==> src/rtl/sio_wdt_pkg.sv <==
package sio_wdt_pkg;
  localparam logic [7:0] IDX_LDN   = 8'h07;
  localparam logic [7:0] IDX_ACT   = 8'h30;
  localparam logic [7:0] IDX_CTRL  = 8'hF5;
  localparam logic [7:0] IDX_COUNT = 8'hF6;
  localparam logic [7:0] IDX_CSR   = 8'hF7;
  localparam logic [7:0] WDT_LDN   = 8'h08;
  localparam int CTRL_ROUTE_BIT    = 1;
  localparam int CSR_FLAG_BIT      = 4;
endpackage

==> src/rtl/wdt_count.sv <==
module wdt_count #(
  parameter int CW = 8
) (
  input  logic          clk_i,
  input  logic          rst_ni,
  input  logic          load_i,
  input  logic [CW-1:0] load_val_i,
  input  logic          tick_i,
  output logic [CW-1:0] cnt_o,
  output logic          expire_o
);
  localparam logic [CW-1:0] ONE = CW'(1);

  logic [CW-1:0] cnt_q;

  // a write in the same cycle beats the tick
  assign expire_o = tick_i && !load_i && (cnt_q == ONE);

  always_ff @(posedge clk_i or negedge rst_ni) begin
    if (!rst_ni)                      cnt_q <= '0;
    else if (load_i)                  cnt_q <= load_val_i;
    else if (tick_i && cnt_q != '0)   cnt_q <= cnt_q - ONE;
  end

  assign cnt_o = cnt_q;

  a_r3_decrement: assert property (@(posedge clk_i) disable iff (!rst_ni)
    (tick_i && !load_i && cnt_q != '0) |=> (cnt_q == $past(cnt_q) - ONE));
  a_r4_zero_holds: assert property (@(posedge clk_i) disable iff (!rst_ni)
    (cnt_q == '0 && !load_i) |=> (cnt_q == '0));
  a_r5_load_wins: assert property (@(posedge clk_i) disable iff (!rst_ni)
    load_i |=> (cnt_q == $past(load_val_i)));
endmodule

==> src/rtl/wdt_pulse.sv <==
module wdt_pulse #(
  parameter int PULSE_CYC = 16
) (
  input  logic clk_i,
  input  logic rst_ni,
  input  logic fire_i,
  output logic pulse_no
);
  localparam int PW = $clog2(PULSE_CYC + 1);

  logic [PW-1:0] pcnt_q;

  always_ff @(posedge clk_i or negedge rst_ni) begin
    if (!rst_ni)            pcnt_q <= '0;
    else if (fire_i)        pcnt_q <= PW'(PULSE_CYC);
    else if (pcnt_q != '0)  pcnt_q <= pcnt_q - PW'(1);
  end

  assign pulse_no = (pcnt_q == '0);

  a_r8_pulse_cause: assert property (@(posedge clk_i) disable iff (!rst_ni)
    $fell(pulse_no) |-> $past(fire_i));
endmodule

==> src/rtl/wdt_regs.sv <==
module wdt_regs
  import sio_wdt_pkg::*;
#(
  parameter int DW = 8
) (
  input  logic          clk_i,
  input  logic          rst_ni,
  input  logic [7:0]    idx_i,
  input  logic [DW-1:0] wdata_i,
  input  logic          wr_i,
  input  logic [DW-1:0] cnt_i,
  input  logic          expire_i,
  output logic          cnt_load_o,
  output logic [DW-1:0] ctrl_o,
  output logic [DW-1:0] rdata_o
);
  logic [7:0]    ldn_q;
  logic          act_q;
  logic [DW-1:0] ctrl_q, csr_q;
  logic          dev_sel, access;

  assign dev_sel    = (ldn_q == WDT_LDN);
  assign access     = dev_sel && act_q;
  assign cnt_load_o = wr_i && access && (idx_i == IDX_COUNT);

  always_ff @(posedge clk_i or negedge rst_ni) begin
    if (!rst_ni) begin
      ldn_q  <= '0;
      act_q  <= 1'b0;
      ctrl_q <= '0;
      csr_q  <= '0;
    end else begin
      if (wr_i && idx_i == IDX_LDN)                ldn_q  <= wdata_i[7:0];
      if (wr_i && dev_sel && idx_i == IDX_ACT)     act_q  <= wdata_i[0];
      if (wr_i && access && idx_i == IDX_CTRL)     ctrl_q <= wdata_i;
      if (wr_i && access && idx_i == IDX_CSR)      csr_q  <= wdata_i;
      if (expire_i)                                csr_q[CSR_FLAG_BIT] <= 1'b1;
    end
  end

  always_comb begin
    rdata_o = '0;
    if (idx_i == IDX_LDN)                 rdata_o = DW'(ldn_q);
    else if (idx_i == IDX_ACT && dev_sel) rdata_o = DW'(act_q);
    else if (access) begin
      case (idx_i)
        IDX_CTRL:  rdata_o = ctrl_q;
        IDX_COUNT: rdata_o = cnt_i;
        IDX_CSR:   rdata_o = csr_q;
        default:   rdata_o = '0;
      endcase
    end
  end

  assign ctrl_o = ctrl_q;

  a_r2_ctrl_gated: assert property (@(posedge clk_i) disable iff (!rst_ni)
    !access |=> $stable(ctrl_q));
  a_r7_flag_set: assert property (@(posedge clk_i) disable iff (!rst_ni)
    expire_i |=> csr_q[CSR_FLAG_BIT]);
  a_r7_flag_sticky: assert property (@(posedge clk_i) disable iff (!rst_ni)
    (csr_q[CSR_FLAG_BIT] && !(wr_i && access && idx_i == IDX_CSR)) |=> csr_q[CSR_FLAG_BIT]);
endmodule

==> src/rtl/sio_wdt.sv <==
module sio_wdt
  import sio_wdt_pkg::*;
#(
  parameter int DW        = 8,
  parameter int PULSE_CYC = 16
) (
  input  logic          clk_i,
  input  logic          rst_ni,
  input  logic [7:0]    idx_i,
  input  logic [DW-1:0] wdata_i,
  input  logic          wr_i,
  output logic [DW-1:0] rdata_o,
  input  logic          tick_i,
  output logic          kbrst_no
);
  logic [DW-1:0] cnt, ctrl;
  logic          cnt_load, expire, fire;

  wdt_regs #(.DW(DW)) i_regs (
    .clk_i, .rst_ni, .idx_i, .wdata_i, .wr_i,
    .cnt_i(cnt), .expire_i(expire),
    .cnt_load_o(cnt_load), .ctrl_o(ctrl), .rdata_o
  );

  wdt_count #(.CW(DW)) i_count (
    .clk_i, .rst_ni, .load_i(cnt_load), .load_val_i(wdata_i),
    .tick_i, .cnt_o(cnt), .expire_o(expire)
  );

  assign fire = expire && ctrl[CTRL_ROUTE_BIT];

  wdt_pulse #(.PULSE_CYC(PULSE_CYC)) i_pulse (
    .clk_i, .rst_ni, .fire_i(fire), .pulse_no(kbrst_no)
  );

  a_r8_no_route_no_pulse: assert property (@(posedge clk_i) disable iff (!rst_ni)
    (expire && !ctrl[CTRL_ROUTE_BIT] && kbrst_no) |=> kbrst_no);
endmodule

==> config.mk <==
export PLATFORM = sky130hd
export DESIGN_NAME = sio_wdt
export DESIGN_NICKNAME = d
export VERILOG_FILES = /design/src/rtl/sio_wdt_pkg.sv /design/src/rtl/wdt_count.sv /design/src/rtl/wdt_pulse.sv /design/src/rtl/wdt_regs.sv /design/src/rtl/sio_wdt.sv
export SDC_FILE = /design/constraint.sdc
export NUM_CORES = 1
export LEC_CHECK = 0
export ABC_CLOCK_PERIOD_IN_PS = 2700
export BUFFER_PORTS_ARGS = -buffer_cell sky130_fd_sc_hd__buf_4
export CAP_MARGIN = 20
export CELL_PAD_IN_SITES_DETAIL_PLACEMENT = 1
export CELL_PAD_IN_SITES_GLOBAL_PLACEMENT = 1
export CORE_MARGIN = 8
export CORE_UTILIZATION = 40
export CTS_CLUSTER_SIZE = 40
export DETAILED_ROUTE_END_ITERATION = 10
export PLACE_DENSITY_LB_ADDON = 0.1
export SYNTH_ARGS = -nofsm -noshare
export SYNTH_HDL_FRONTEND = slang
export SYNTH_SLANG_ARGS = --single-unit
==> constraint.sdc <==
create_clock -name clk_i -period 2.7 [get_ports clk_i]
set_input_delay 0.27 -clock clk_i [delete_from_list [all_inputs] [get_ports clk_i]]
set_output_delay 0.27 -clock clk_i [all_outputs]
set_load 0.01 [all_outputs]
==> impl_summary.txt <==
----------------------------------------------------
[Pwr]
  Worst-case vdd ir drop ... 0.0004160 V
  Cell leakage power ... 1.232 nW
  Total power density per cell area ... 646.3 mW/mm2

[Die]
  X dimension of the die ... 89.63 um
  Die footprint ... 0.008033 mm2
  Row count ... 27
  Ports placed on the boundary ... 29
  Die Y-Extent ... 89.63 um
  Effective utilization at floorplan ... 0.4037
  Placeable core region ... 0.005371 mm2

[Timing]
  Crit path setup slack, layout ... 351.2 ps
  Total Neg Setup Slack ... 0 ps
  Unrepaired setup endpoints after global routing ... no
  Share of the clock period used by the worst path ... 0.8699
  Post-layout min period ... 2349 ps
  Post-Route Hold Slack ... 240.6 ps
  Final clock skew ... 8.352 ps
  Final hold violation count ... 0
  Worst-Margin Slew ... 553.8 ps
  Max Transition Viols Final ... 0
  Maximum clock rate ... 425.8 MHz
  Max transition margin ... 0.6299
  Finish-stage setup viols ... 0

[Synthesis]
  Synthesized net count ... 209
  Total of flip-flops plus latches after synthesis ... 38
  Synthesized instance count ... 184
  Number of synthesis warnings ... 0
  Async set or reset register ratio after synthesis ... 1.000
  Area of the mapped netlist ... 0.002168 mm2
  Number of flops mapped to enable cells by yosys ... 0
  Sequential area share after synthesis ... 0.4385
  Number of distinct standard cells referenced by the synthesized netlist ... 47
  Mean post-synth cell area ... 11.78 um2
  Most instantiated flip-flop cell in the synthesis netlist ... dfrtp_1

[Drt]
  Number of vias after detailed routing ... 1679
  Via-per-instance ratio ... 5.730
  DRC marker count from the first detailed-route iteration ... 57
  Total wire length ... 6.025 mm
  Number of search-and-repair iterations in the first detailed-routing pass ... 4
  DRC violations left ... 0
  Remaining antenna violation count ... 0
  Routed len/inst ... 20.56 um

[Clocking]
  Clock transition at the register clock pins on the worst setup and hold paths after CTS ... 80 ps
  # H-tree levels ... 2
  Clk buf depth ... 2
  CTS tree ... built
  Root Buffer ... clkbuf_8
  Clock latency reported for the late side of the worst-skew pair ... 300 ps
  Post-cts gate resize count ... 0
  Clock sink count ... 38
  CTS buffer count ... 5

[Hold path]
  Worst hold stages ... 2
  End point of the worst hold path ... i_regs.csr_q[6]
  Worst hold path type ... input port to flop
  Worst min-delay path startpoint ... wdata_i[6]

[Run status]
  Status ... finished, final reports clean

[Final layout]
  Number of inserted filler cells in the final layout ... 584
  Area taken by multi-input logic gates ... 0.001174 mm2
  Antenna fix cells ... 0
  Share of layout cells above drive strength 1 ... 0.4163
  Footprint of the flip-flops and latches ... 950.9 um2
  Layout overhead on the synthesized area ... 21.64%
  Post-layout nets ... 245
  Share of the core filled with cells in the final layout ... 0.4910

[Setup path]
  Critical Path Start Type ... flop
  Worst reg-to-reg setup slack ... 590 ps
  Beginning of the worst register-to-register path ... i_count.cnt_o[2]
  Worst Setup End Kind ... primary output
  Required time of the critical path ... 2430 ps
  Critical path peak fanout ... 7
  Worst Reg2Reg Path Length in Cells ... 4
  Type of the worst setup path ... flop to primary output
  Worst r2r dst ... i_pulse.pcnt_q[2]
  Crit path arrival time ... 2080 ps

[Placed design]
  I/O Buffers ... 28
  Estimated wirelength of the detail-placed design ... 4.508 mm
  Routability cong. ... 0.8284
  Worst slack at placement ... 573.7 ps

[Global route]
  Largest net degree at the start of global routing ... 39
  Leftover overflow at the end of global routing ... 0
  GR Util All Layers ... 0.1664
  Vias in the first global route ... 1810
  Global-route wire length before repair ... 9.887 mm
  Antenna violations before repair ... 0

[Flow run]
  Max Cap Viol ... 0

----------------------------------------------------
-- stage by stage --
stage,instance area (um2),power [mW],cells
global route,2638,1.794,293
global placement,2485,1.097,284
CTS,2638,1.727,293
floorplan,2168,0.9749,184
finish,2638,1.705,293
detailed placement,2485,1.116,284
-- sequential cells by signal, indices dropped and copies added (netlist names) --
name and cells:
i_regs.ctrl_o 8, i_regs.csr_q 8, i_regs.ldn_q 8, i_regs.act_q 1, i_count.cnt_o 8, i_pulse.pcnt_q 5
-- worst max path at each step --
stage,slack (ps),cells past startpoint,from,endpoint
6_report,350,7,i_regs.ldn_q[2],rdata_o[2]
5_1_grt,30,7,i_regs.ldn_q[2],rdata_o[2]
4_1_cts,320,7,i_regs.ldn_q[2],rdata_o[2]
3_5_place_dp,570,7,idx_i[6],rdata_o[2]
3_3_place_gp,640,7,idx_i[6],rdata_o[2]
2_1_floorplan,690,4,i_regs.ldn_q[2],rdata_o[1]
-- placed cells by master, fill, tap and decap left out, drive strengths merged, types with 5 or more instances in the layout --
| cell | Yosys | routed |
|---|---|---|
| nor2 | 10 | 10 |
| mux2 | 38 | 38 |
| clkbuf | 0 | 6 |
| a22o | 14 | 14 |
| buf | 6 | 34 |
| nand2 | 7 | 7 |
| nor4 | 8 | 8 |
| xnor2 | 6 | 6 |
| dfrtp | 38 | 38 |
| ha | 5 | 5 |
-- worst max-delay path, stage by stage (launching register included) --
cell,delay [ps]
dfrtp_1,410
nor4b_1,310
buf_4,180
nand3_1,110
nor4_2,270
buf_4,200
a22o_1,160
buf_4,130
-- per-layer routing --
layer | global-route usage | part of all wire
met4 | 0.05589 | 0.0088
met3 | 0.04095 | 0.053
met5 | 0 | 0
met1 | 0.1896 | 0.42
met2 | 0.2955 | 0.52
-- logic make-up (layout without fill, tap and decap cells) --
kind of cell	count (synthesis)	in the layout	synth area share
and+or+nand+nor	54	54	0.1627
muxes	39	39	0.2020
DFF	38	38	0.4385
AOI/OAI and AO/OA	30	30	0.1154
buffers and inverters	10	47	0.02020
xor gates and xnor gates	8	8	0.03232
adders and majority gates	5	5	0.02885
-- where the power goes --
part           switching [mW]  leakage [nW]  internal [mW]
logic                   0.176         0.649          0.185
clock network           0.204        0.0714          0.394
registers               0.102         0.512          0.642
-- synthesized netlist by cell type, types with 2 or more instances --
master,instances,share of area
dfrtp_1,38,0.44
mux2_2,38,0.20
a22o_1,14,0.057
nor2_1,10,0.017
nand2_1,7,0.012
nor4_1,7,0.020
xnor2_1,6,0.024
ha_1,5,0.029
inv_1,4,0.0069
buf_1,3,0.0052
nand3_1,3,0.0069
o21ai_0,3,0.0069
or4_1,3,0.010
a21oi_1,2,0.0046
a31oi_1,2,0.0058
buf_2,2,0.0046
nand4_1,2,0.0058
nor3_1,2,0.0046
nor3b_1,2,0.0069
nor4b_1,2,0.0081
or3b_2,2,0.0081
xor2_1,2,0.0081
-- cell type report --
type / instances / area share
inverter: 4 / 0.005693
clock inverter: 2 / 0.02277
clock buffer: 6 / 0.03131
timing repair buffer: 35 / 0.1006
multi-input combinational: 136 / 0.4450
sequential: 38 / 0.3605
tap: 72 / 0.03416
-- timing repair --
action | in CTS | in global routing
hold buffers | 1 | 0
hold endpoints to repair | 38 | 0
setup buffers | 0 | 0
(Power assumes the default switching activity.)
